[src/rtl/sc_trk_pkg.sv]
package sc_trk_pkg;

    typedef enum logic [2:0] {
        PH_RESET    = 3'd0,
        PH_WAIT_ATR = 3'd1,
        PH_IN_ATR   = 3'd2,
        PH_WAIT_CMD = 3'd3,
        PH_IN_CMD   = 3'd4,
        PH_IN_PPS   = 3'd5
    } phase_e;

    typedef struct packed {
        logic [3:0] fi;
        logic [3:0] di;
        logic [7:0] wi;
    } tparam_t;

    localparam logic [7:0] PPS_START = 8'hFF;
    localparam tparam_t    TPARAM_DEFAULT = '{fi: 4'd1, di: 4'd1, wi: 8'd10};

    // Baud-rate adjustment factor for a di index; reserved indexes map to 1.
    function automatic logic [6:0] d_factor(input logic [3:0] idx);
        logic [6:0] f;
        case (idx)
            4'd1:    f = 7'd1;
            4'd2:    f = 7'd2;
            4'd3:    f = 7'd4;
            4'd4:    f = 7'd8;
            4'd5:    f = 7'd16;
            4'd6:    f = 7'd32;
            4'd7:    f = 7'd64;
            4'd8:    f = 7'd12;
            4'd9:    f = 7'd20;
            default: f = 7'd1;
        endcase
        return f;
    endfunction

endpackage

[src/rtl/sc_wt_timer.sv]
module sc_wt_timer #(
    parameter int WT_W = 24
) (
    input  logic            clk,
    input  logic            rst,
    input  logic            en,
    input  logic            clr,
    input  logic            tick,
    input  logic [WT_W-1:0] limit,
    output logic            hit
);
    logic [WT_W-1:0] cnt_q;
    logic            armed_q;
    logic [WT_W:0]   cnt_nxt;

    always_comb begin
        cnt_nxt = {1'b0, cnt_q} + 1'b1;
        hit     = en && tick && armed_q && !clr && (cnt_nxt >= {1'b0, limit});
    end

    always_ff @(posedge clk) begin
        if (rst) begin
            cnt_q   <= '0;
            armed_q <= 1'b0;
        end else if (clr) begin
            cnt_q   <= '0;
            armed_q <= 1'b1;
        end else if (en && tick && armed_q) begin
            cnt_q <= cnt_nxt[WT_W-1:0];
            if (hit) armed_q <= 1'b0;
        end
    end

    AST_EXPIRE_SINGLE: assert property (@(posedge clk) disable iff (rst)
        hit |=> !hit);
    AST_DISARMED_AFTER_HIT: assert property (@(posedge clk) disable iff (rst)
        (hit && !clr) |=> !armed_q || clr);

endmodule

[src/rtl/sc_sat_ctr.sv]
module sc_sat_ctr #(
    parameter int W = 16
) (
    input  logic         clk,
    input  logic         rst,
    input  logic         inc,
    output logic [W-1:0] cnt
);
    localparam logic [W-1:0] TOP = '1;

    always_ff @(posedge clk) begin
        if (rst)                    cnt <= '0;
        else if (inc && cnt != TOP) cnt <= cnt + 1'b1;
    end

    AST_SAT_STICKY: assert property (@(posedge clk) disable iff (rst)
        (cnt == TOP) |=> (cnt == TOP));
    AST_IDLE_STABLE: assert property (@(posedge clk) disable iff (rst)
        !inc |=> $stable(cnt));

endmodule

[src/rtl/sc_session_tracker.sv]
module sc_session_tracker
    import sc_trk_pkg::*;
#(
    parameter int CNT_W   = 16,
    parameter int WT_W    = 24,
    parameter int INIT_WT = 9600,
    parameter int WT_MULT = 960
) (
    input  logic             clk,
    input  logic             rst,
    input  logic             card_rst_n,
    input  logic             rx_valid,
    input  logic [7:0]       rx_data,
    input  logic             etu_tick,
    input  logic             wi_upd,
    input  logic [7:0]       wi_in,
    input  logic             fidi_upd,
    input  logic [7:0]       fidi_in,
    input  logic             atr_done,
    input  logic             pps_done,
    output logic [2:0]       phase_o,
    output logic             flush_o,
    output logic [WT_W-1:0]  wt_limit_o,
    output logic             atr_route_o,
    output logic             pps_route_o,
    output logic [3:0]       fi_idx_o,
    output logic [3:0]       di_idx_o,
    output logic [7:0]       wi_o,
    output logic [CNT_W-1:0] rst_events_o,
    output logic [CNT_W-1:0] pps_events_o
);
    localparam int N_EV  = 2;
    localparam int EV_RST = 0;
    localparam int EV_PPS = 1;
    localparam logic [WT_W-1:0] INIT_LIMIT = WT_W'(INIT_WT);

    logic            rst_q, rst_qq;
    logic            line_chg, apply;
    phase_e          ph_q, ph_d;
    tparam_t         par_q, par_d;
    logic [WT_W-1:0] lim_q, lim_d;
    logic            flush_q;
    logic            active, byte_ok;
    logic            wt_clr, wt_hit;
    logic [31:0]     atr_prod;
    logic [N_EV-1:0] ev_inc;
    logic [CNT_W-1:0] ev_cnt [N_EV];

    // Reset-line edge pipeline: first stage flags a flush, second applies it.
    assign line_chg = card_rst_n ^ rst_q;
    assign apply    = rst_q ^ rst_qq;
    assign active   = (ph_q != PH_RESET);
    assign byte_ok  = rx_valid && active && !apply;

    assign atr_route_o = byte_ok && (ph_q == PH_WAIT_ATR || ph_q == PH_IN_ATR);
    assign pps_route_o = byte_ok && ((ph_q == PH_WAIT_CMD && rx_data == PPS_START)
                                     || ph_q == PH_IN_PPS);

    assign atr_prod = 32'(WT_MULT) * 32'(d_factor(par_q.di)) * 32'(par_q.wi);

    always_comb begin
        ph_d   = ph_q;
        par_d  = par_q;
        lim_d  = lim_q;
        wt_clr = 1'b0;
        ev_inc = '0;
        if (active && !apply) begin
            if (wi_upd)   par_d.wi = wi_in;
            if (fidi_upd) {par_d.fi, par_d.di} = fidi_in;
        end
        if (apply) begin
            wt_clr = 1'b1;
            if (rst_q) begin
                ph_d           = PH_WAIT_ATR;
                par_d          = TPARAM_DEFAULT;
                lim_d          = INIT_LIMIT;
                ev_inc[EV_RST] = 1'b1;
            end else begin
                ph_d = PH_RESET;
            end
        end else if (!active) begin
            ph_d = PH_RESET;
        end else if (rx_valid) begin
            wt_clr = 1'b1;
            case (ph_q)
                PH_WAIT_ATR: ph_d = PH_IN_ATR;
                PH_WAIT_CMD: begin
                    if (rx_data == PPS_START) begin
                        ph_d           = PH_IN_PPS;
                        ev_inc[EV_PPS] = 1'b1;
                    end else begin
                        ph_d = PH_IN_CMD;
                    end
                end
                default: ph_d = ph_q;
            endcase
        end else if (atr_done && ph_q == PH_IN_ATR) begin
            wt_clr = 1'b1;
            ph_d   = PH_WAIT_CMD;
            lim_d  = atr_prod[WT_W-1:0];
        end else if (pps_done && ph_q == PH_IN_PPS) begin
            wt_clr = 1'b1;
            ph_d   = PH_WAIT_CMD;
        end else if (wt_hit) begin
            ph_d = PH_WAIT_CMD;
        end
    end

    always_ff @(posedge clk) begin
        if (rst) begin
            rst_q   <= 1'b0;
            rst_qq  <= 1'b0;
            ph_q    <= PH_RESET;
            par_q   <= TPARAM_DEFAULT;
            lim_q   <= INIT_LIMIT;
            flush_q <= 1'b0;
        end else begin
            rst_q   <= card_rst_n;
            rst_qq  <= rst_q;
            ph_q    <= ph_d;
            par_q   <= par_d;
            lim_q   <= lim_d;
            flush_q <= line_chg || wt_hit;
        end
    end

    sc_wt_timer #(.WT_W(WT_W)) u_timer (
        .clk   (clk),
        .rst   (rst),
        .en    (active),
        .clr   (wt_clr),
        .tick  (etu_tick),
        .limit (lim_q),
        .hit   (wt_hit)
    );

    for (genvar g = 0; g < N_EV; g++) begin : g_ev
        sc_sat_ctr #(.W(CNT_W)) u_ctr (
            .clk (clk),
            .rst (rst),
            .inc (ev_inc[g]),
            .cnt (ev_cnt[g])
        );
    end

    assign phase_o      = ph_q;
    assign flush_o      = flush_q;
    assign wt_limit_o   = lim_q;
    assign fi_idx_o     = par_q.fi;
    assign di_idx_o     = par_q.di;
    assign wi_o         = par_q.wi;
    assign rst_events_o = ev_cnt[EV_RST];
    assign pps_events_o = ev_cnt[EV_PPS];

    AST_RESET_STAYS: assert property (@(posedge clk) disable iff (rst)
        (ph_q == PH_RESET && !rst_q) |=> (ph_q == PH_RESET));
    AST_RISE_DEFAULTS: assert property (@(posedge clk) disable iff (rst)
        (apply && rst_q) |=> (ph_q == PH_WAIT_ATR && lim_q == INIT_LIMIT));
    AST_ATR_ENTRY: assert property (@(posedge clk) disable iff (rst)
        (atr_route_o && ph_q == PH_WAIT_ATR) |=> (ph_q == PH_IN_ATR));
    AST_PPS_ENTRY: assert property (@(posedge clk) disable iff (rst)
        (pps_route_o && ph_q == PH_WAIT_CMD) |=> (ph_q == PH_IN_PPS));
    AST_EXPIRY_PHASE: assert property (@(posedge clk) disable iff (rst)
        wt_hit |=> (ph_q == PH_WAIT_CMD && flush_o));
    AST_FLUSH_ON_LINE: assert property (@(posedge clk) disable iff (rst)
        line_chg |=> flush_o);

endmodule

[config.mk]
export PLATFORM = sky130hd
export DESIGN_NAME = sc_session_tracker
export DESIGN_NICKNAME = d
export VERILOG_FILES = /design/src/rtl/sc_trk_pkg.sv /design/src/rtl/sc_wt_timer.sv /design/src/rtl/sc_sat_ctr.sv /design/src/rtl/sc_session_tracker.sv
export SDC_FILE = /design/constraint.sdc
export NUM_CORES = 1
export LEC_CHECK = 0
export ABC_AREA = 1
export BUFFER_PORTS_ARGS = -buffer_cell sky130_fd_sc_hd__buf_2
export CAP_MARGIN = 25
export CORE_MARGIN = 8
export CORE_UTILIZATION = 30
export DETAILED_ROUTE_END_ITERATION = 6
export PLACE_DENSITY_LB_ADDON = 0.05
export SYNTH_ARGS = -nofsm -noshare
export SYNTH_HDL_FRONTEND = slang
export SYNTH_HIERARCHICAL = 1
export SYNTH_SLANG_ARGS = --single-unit
export TNS_END_PERCENT = 1
[constraint.sdc]
create_clock -name clk -period 7 [get_ports clk]
set_clock_uncertainty 0.1 [all_clocks]
set_input_delay 1.05 -clock clk [delete_from_list [all_inputs] [get_ports clk]]
set_output_delay 1.05 -clock clk [all_outputs]
set_load 0.02 [all_outputs]
==> run summary <==
Leakage -> 5.68 nW
Max Fclk -> 0.153 GHz
Largest net degree at the start of global routing -> 33
Via Count -> 8327
Commonest register cell after synthesis -> dfxtp_1
Row Count -> 65
First-pass GRT wire length -> 44200 µm
Height of the die -> 194 µm
H-tree levels -> 3
Die area -> 37700 µm²
Unrepaired setup endpoints after global routing -> no
Total GRT Usage -> 14.3%
Die W -> 194 µm
Worst Min Path Start -> fi_idx_o[2]
Setup crit end kind -> register
Initial antenna violation count -> 0
Antenna cells -> 0
Final Cycle Share -> 93.2%
CTS clk-pin slew, worst paths -> 0.08 ns
Worst min-delay path class -> reg -> reg
Final min period -> 6.53 ns
Remaining antenna violation count -> 0
Yosys warns -> 6
Final nets -> 1652
Overflow after GRT -> 0
Synth area leader -> dfxtp_1
Num CTS Buffers -> 9
CP Data Required Time -> 7.13 ns
DRT Pass-1 Iters -> 5
Avg Inst Size Synth -> 6.91 µm²
Crit-path slowest cell -> fa_1
Post-synth top area share -> 21.9%
Arrival time worst endpoint -> 6.66 ns
Max-cap viol count -> 0
Number of synthesized flops with an enable pin -> 0
Family with the most delay on the worst path -> adder cells
Initial Utilization -> 30.3%
Placed cell count -> 1867
Most used cell, CP -> nand2_1
Layout cells sized above 1 -> 13.1%
Status -> completed
CTS tree -> built
Top cells by area, synth -> dfxtp_1 22%, fa_1 13%, nand2_1 12%, inv_1 11%, ha_1 10%
Routed len/inst -> 13.8 µm
IO Pins -> 111
Synth Instances -> 1377
Post-Route Setup TNS -> 0 ns
Non-Filler Instances -> 1882
Power per cell area -> 172 nW/µm²
Pins Over Slew Limit -> 0
Vias in the first global route -> 8516
Post-detail-place hpwl -> 21500 µm
Initial DRC count -> 371
Buffers on Ports -> 104
Final-report setup violation count -> 0
Area grow syn2layout -> 13.3%
# Post-CTS Setup Buffers -> 0
Register bit total from synthesis -> 104
Max VDD drop -> 0.181 mV
Critical path class -> reg -> reg
Final WL -> 26000 µm
Slew @ Worst Pin -> 0.952 ns
Startpoint Class -> register
Gpl congestion -> 0.829
Max Fanout on Critical Path -> 6
Number of buffer and inverter stages on the critical path -> 7
Core Area -> 31400 µm²
Register area share after synthesis -> 21.9%
Slew headroom -> 36.5%
Clock Latency Late Sink -> 0.37 ns
Async set or reset register ratio after synthesis -> 0%
Distinct cells, synth -> 48
Clk root buf -> clkbuf_16
Hold Fails Final Rpt -> 0
Post-route cell area -> 10800 µm²
DP Area -> 10500 µm²
Remaining DRCs -> 0
CP max stage delay -> 0.54 ns
Vias per cell -> 4.42
Final hold slack -> 0.351 ns
Clock buffer depth -> 2
Sink Count -> 104
Synth Cell Area -> 9520 µm²
worst paths after layout:
kind                     to  slack (ns)  cells after the start
max          wt_limit_o[18]        0.47                     33
min             fi_idx_o[2]        0.35                      2
max reg2reg  wt_limit_o[18]        0.47                     33
min reg2reg     fi_idx_o[2]        0.35                      2
tightest hold or removal path, delay by kind of cell (launching register included):
| family | cells | cell delay [ns] |
|---|---|---|
| AOI/OAI and AO/OA | 1 | 0.05 |
| buffers and inverters | 1 | 0.05 |
| DFF | 1 | 0.32 |
synthesized netlist by cell type (4+ instances only):
cell type	number
buf_4	6
or2_2	4
nand2_4	6
nand2_2	5
nand2_1	296
o21bai_1	4
buf_2	5
clkbuf_1	15
inv_1	271
nor2_2	25
xor2_1	20
ha_1	79
nand4_1	16
nor3_1	11
a21oi_1	95
fa_1	64
xnor2_1	4
nor2_1	163
dfxtp_1	104
inv_2	5
a21o_1	4
nor2_4	10
nand3_1	76
o21ai_0	49
flip-flops by register name, summed over array words and instances (netlist names), named ones only:
| signal | cells |
|---|---|
| flush_o | 1 |
| g_ev.u_ctr/cnt | 32 |
| u_timer/cnt_q | 24 |
| wi_o | 8 |
| rst_q | 1 |
| phase_o | 3 |
| wt_limit_o | 18 |
| rst_qq | 1 |
| fi_idx_o | 4 |
| u_timer/armed_q | 1 |
| di_idx_o | 4 |
power breakdown:
group	total, mW	switching, mW	internal (mW)
Sequential	0.620	0.0159	0.604
Clock	0.581	0.263	0.318
Combinational	0.659	0.431	0.229
layer usage:
metal / up-vias / routed length, µm / global-route usage, %
met5: - / 0 / 0
met3: 24 / 1100 / 3.02
met2: 132 / 11100 / 22.6
met4: 0 / 438 / 4.21
li1: 4446 / - / -
met1: 3725 / 13400 / 19.2
layout make-up:
| class | instances | area [µm²] |
|---|---|---|
| inverter | 276 | 1040 |
| fill | 3520 | 20600 |
| clock buffer | 9 | 225 |
| timing repair buffer | 107 | 543 |
| tap | 402 | 503 |
| clock inverter | 6 | 97.6 |
| multi-input combinational | 978 | 6300 |
| sequential | 104 | 2080 |
logic make-up after synthesis:
| family | share of synthesized area, % |
|---|---|
| AND/OR/NAND/NOR | 29.7 |
| buffers and inverters | 12.5 |
| AO/OA/AOI/OAI | 9.80 |
| adder cells (fa/ha/maj) | 23.8 |
| flip-flops | 21.9 |
| XOR/XNOR | 2.21 |
| other | 0.0394 |
stage by stage:
step | utilization, % | total power, mW | worst slack (ns)
6_report | 34.4 | 1.86 | 0.474
5_1_grt | 34.4 | 2.04 | 0.0206
4_1_cts | 34.3 | 1.90 | 0.304
3_5_place_dp | 33.3 | 1.30 | 0.328
3_3_place_gp | 33.3 | 1.30 | 0.427
2_1_floorplan | - | 1.13 | 0.803
layout by cell type, fill, tap and decap left out, types with 6 or more instances in the layout:
master and count:
o21ai_0 49, buf_2 104, nand2_1 295, clkbuf_16 9, nand4_1 16, inv_2 6
nand3_1 76, a21oi_1 92, nor2_1 163, nand2_4 6, ha_1 78, fa_1 64
inv_1 270, nand2_2 6, nor2_4 10, nor3_1 11, nor2_2 25, xor2_1 20
conb_1 12, dfxtp_1 104
what timing repair did:
action                                 4_1_cts  5_1_grt
hold buffers                                 0        0
resized for setup                            0        6
setup endpoints to repair                    0        8
endpoints found under the hold margin        0        0
No activity file was read; power rests on OpenSTA's default activity.
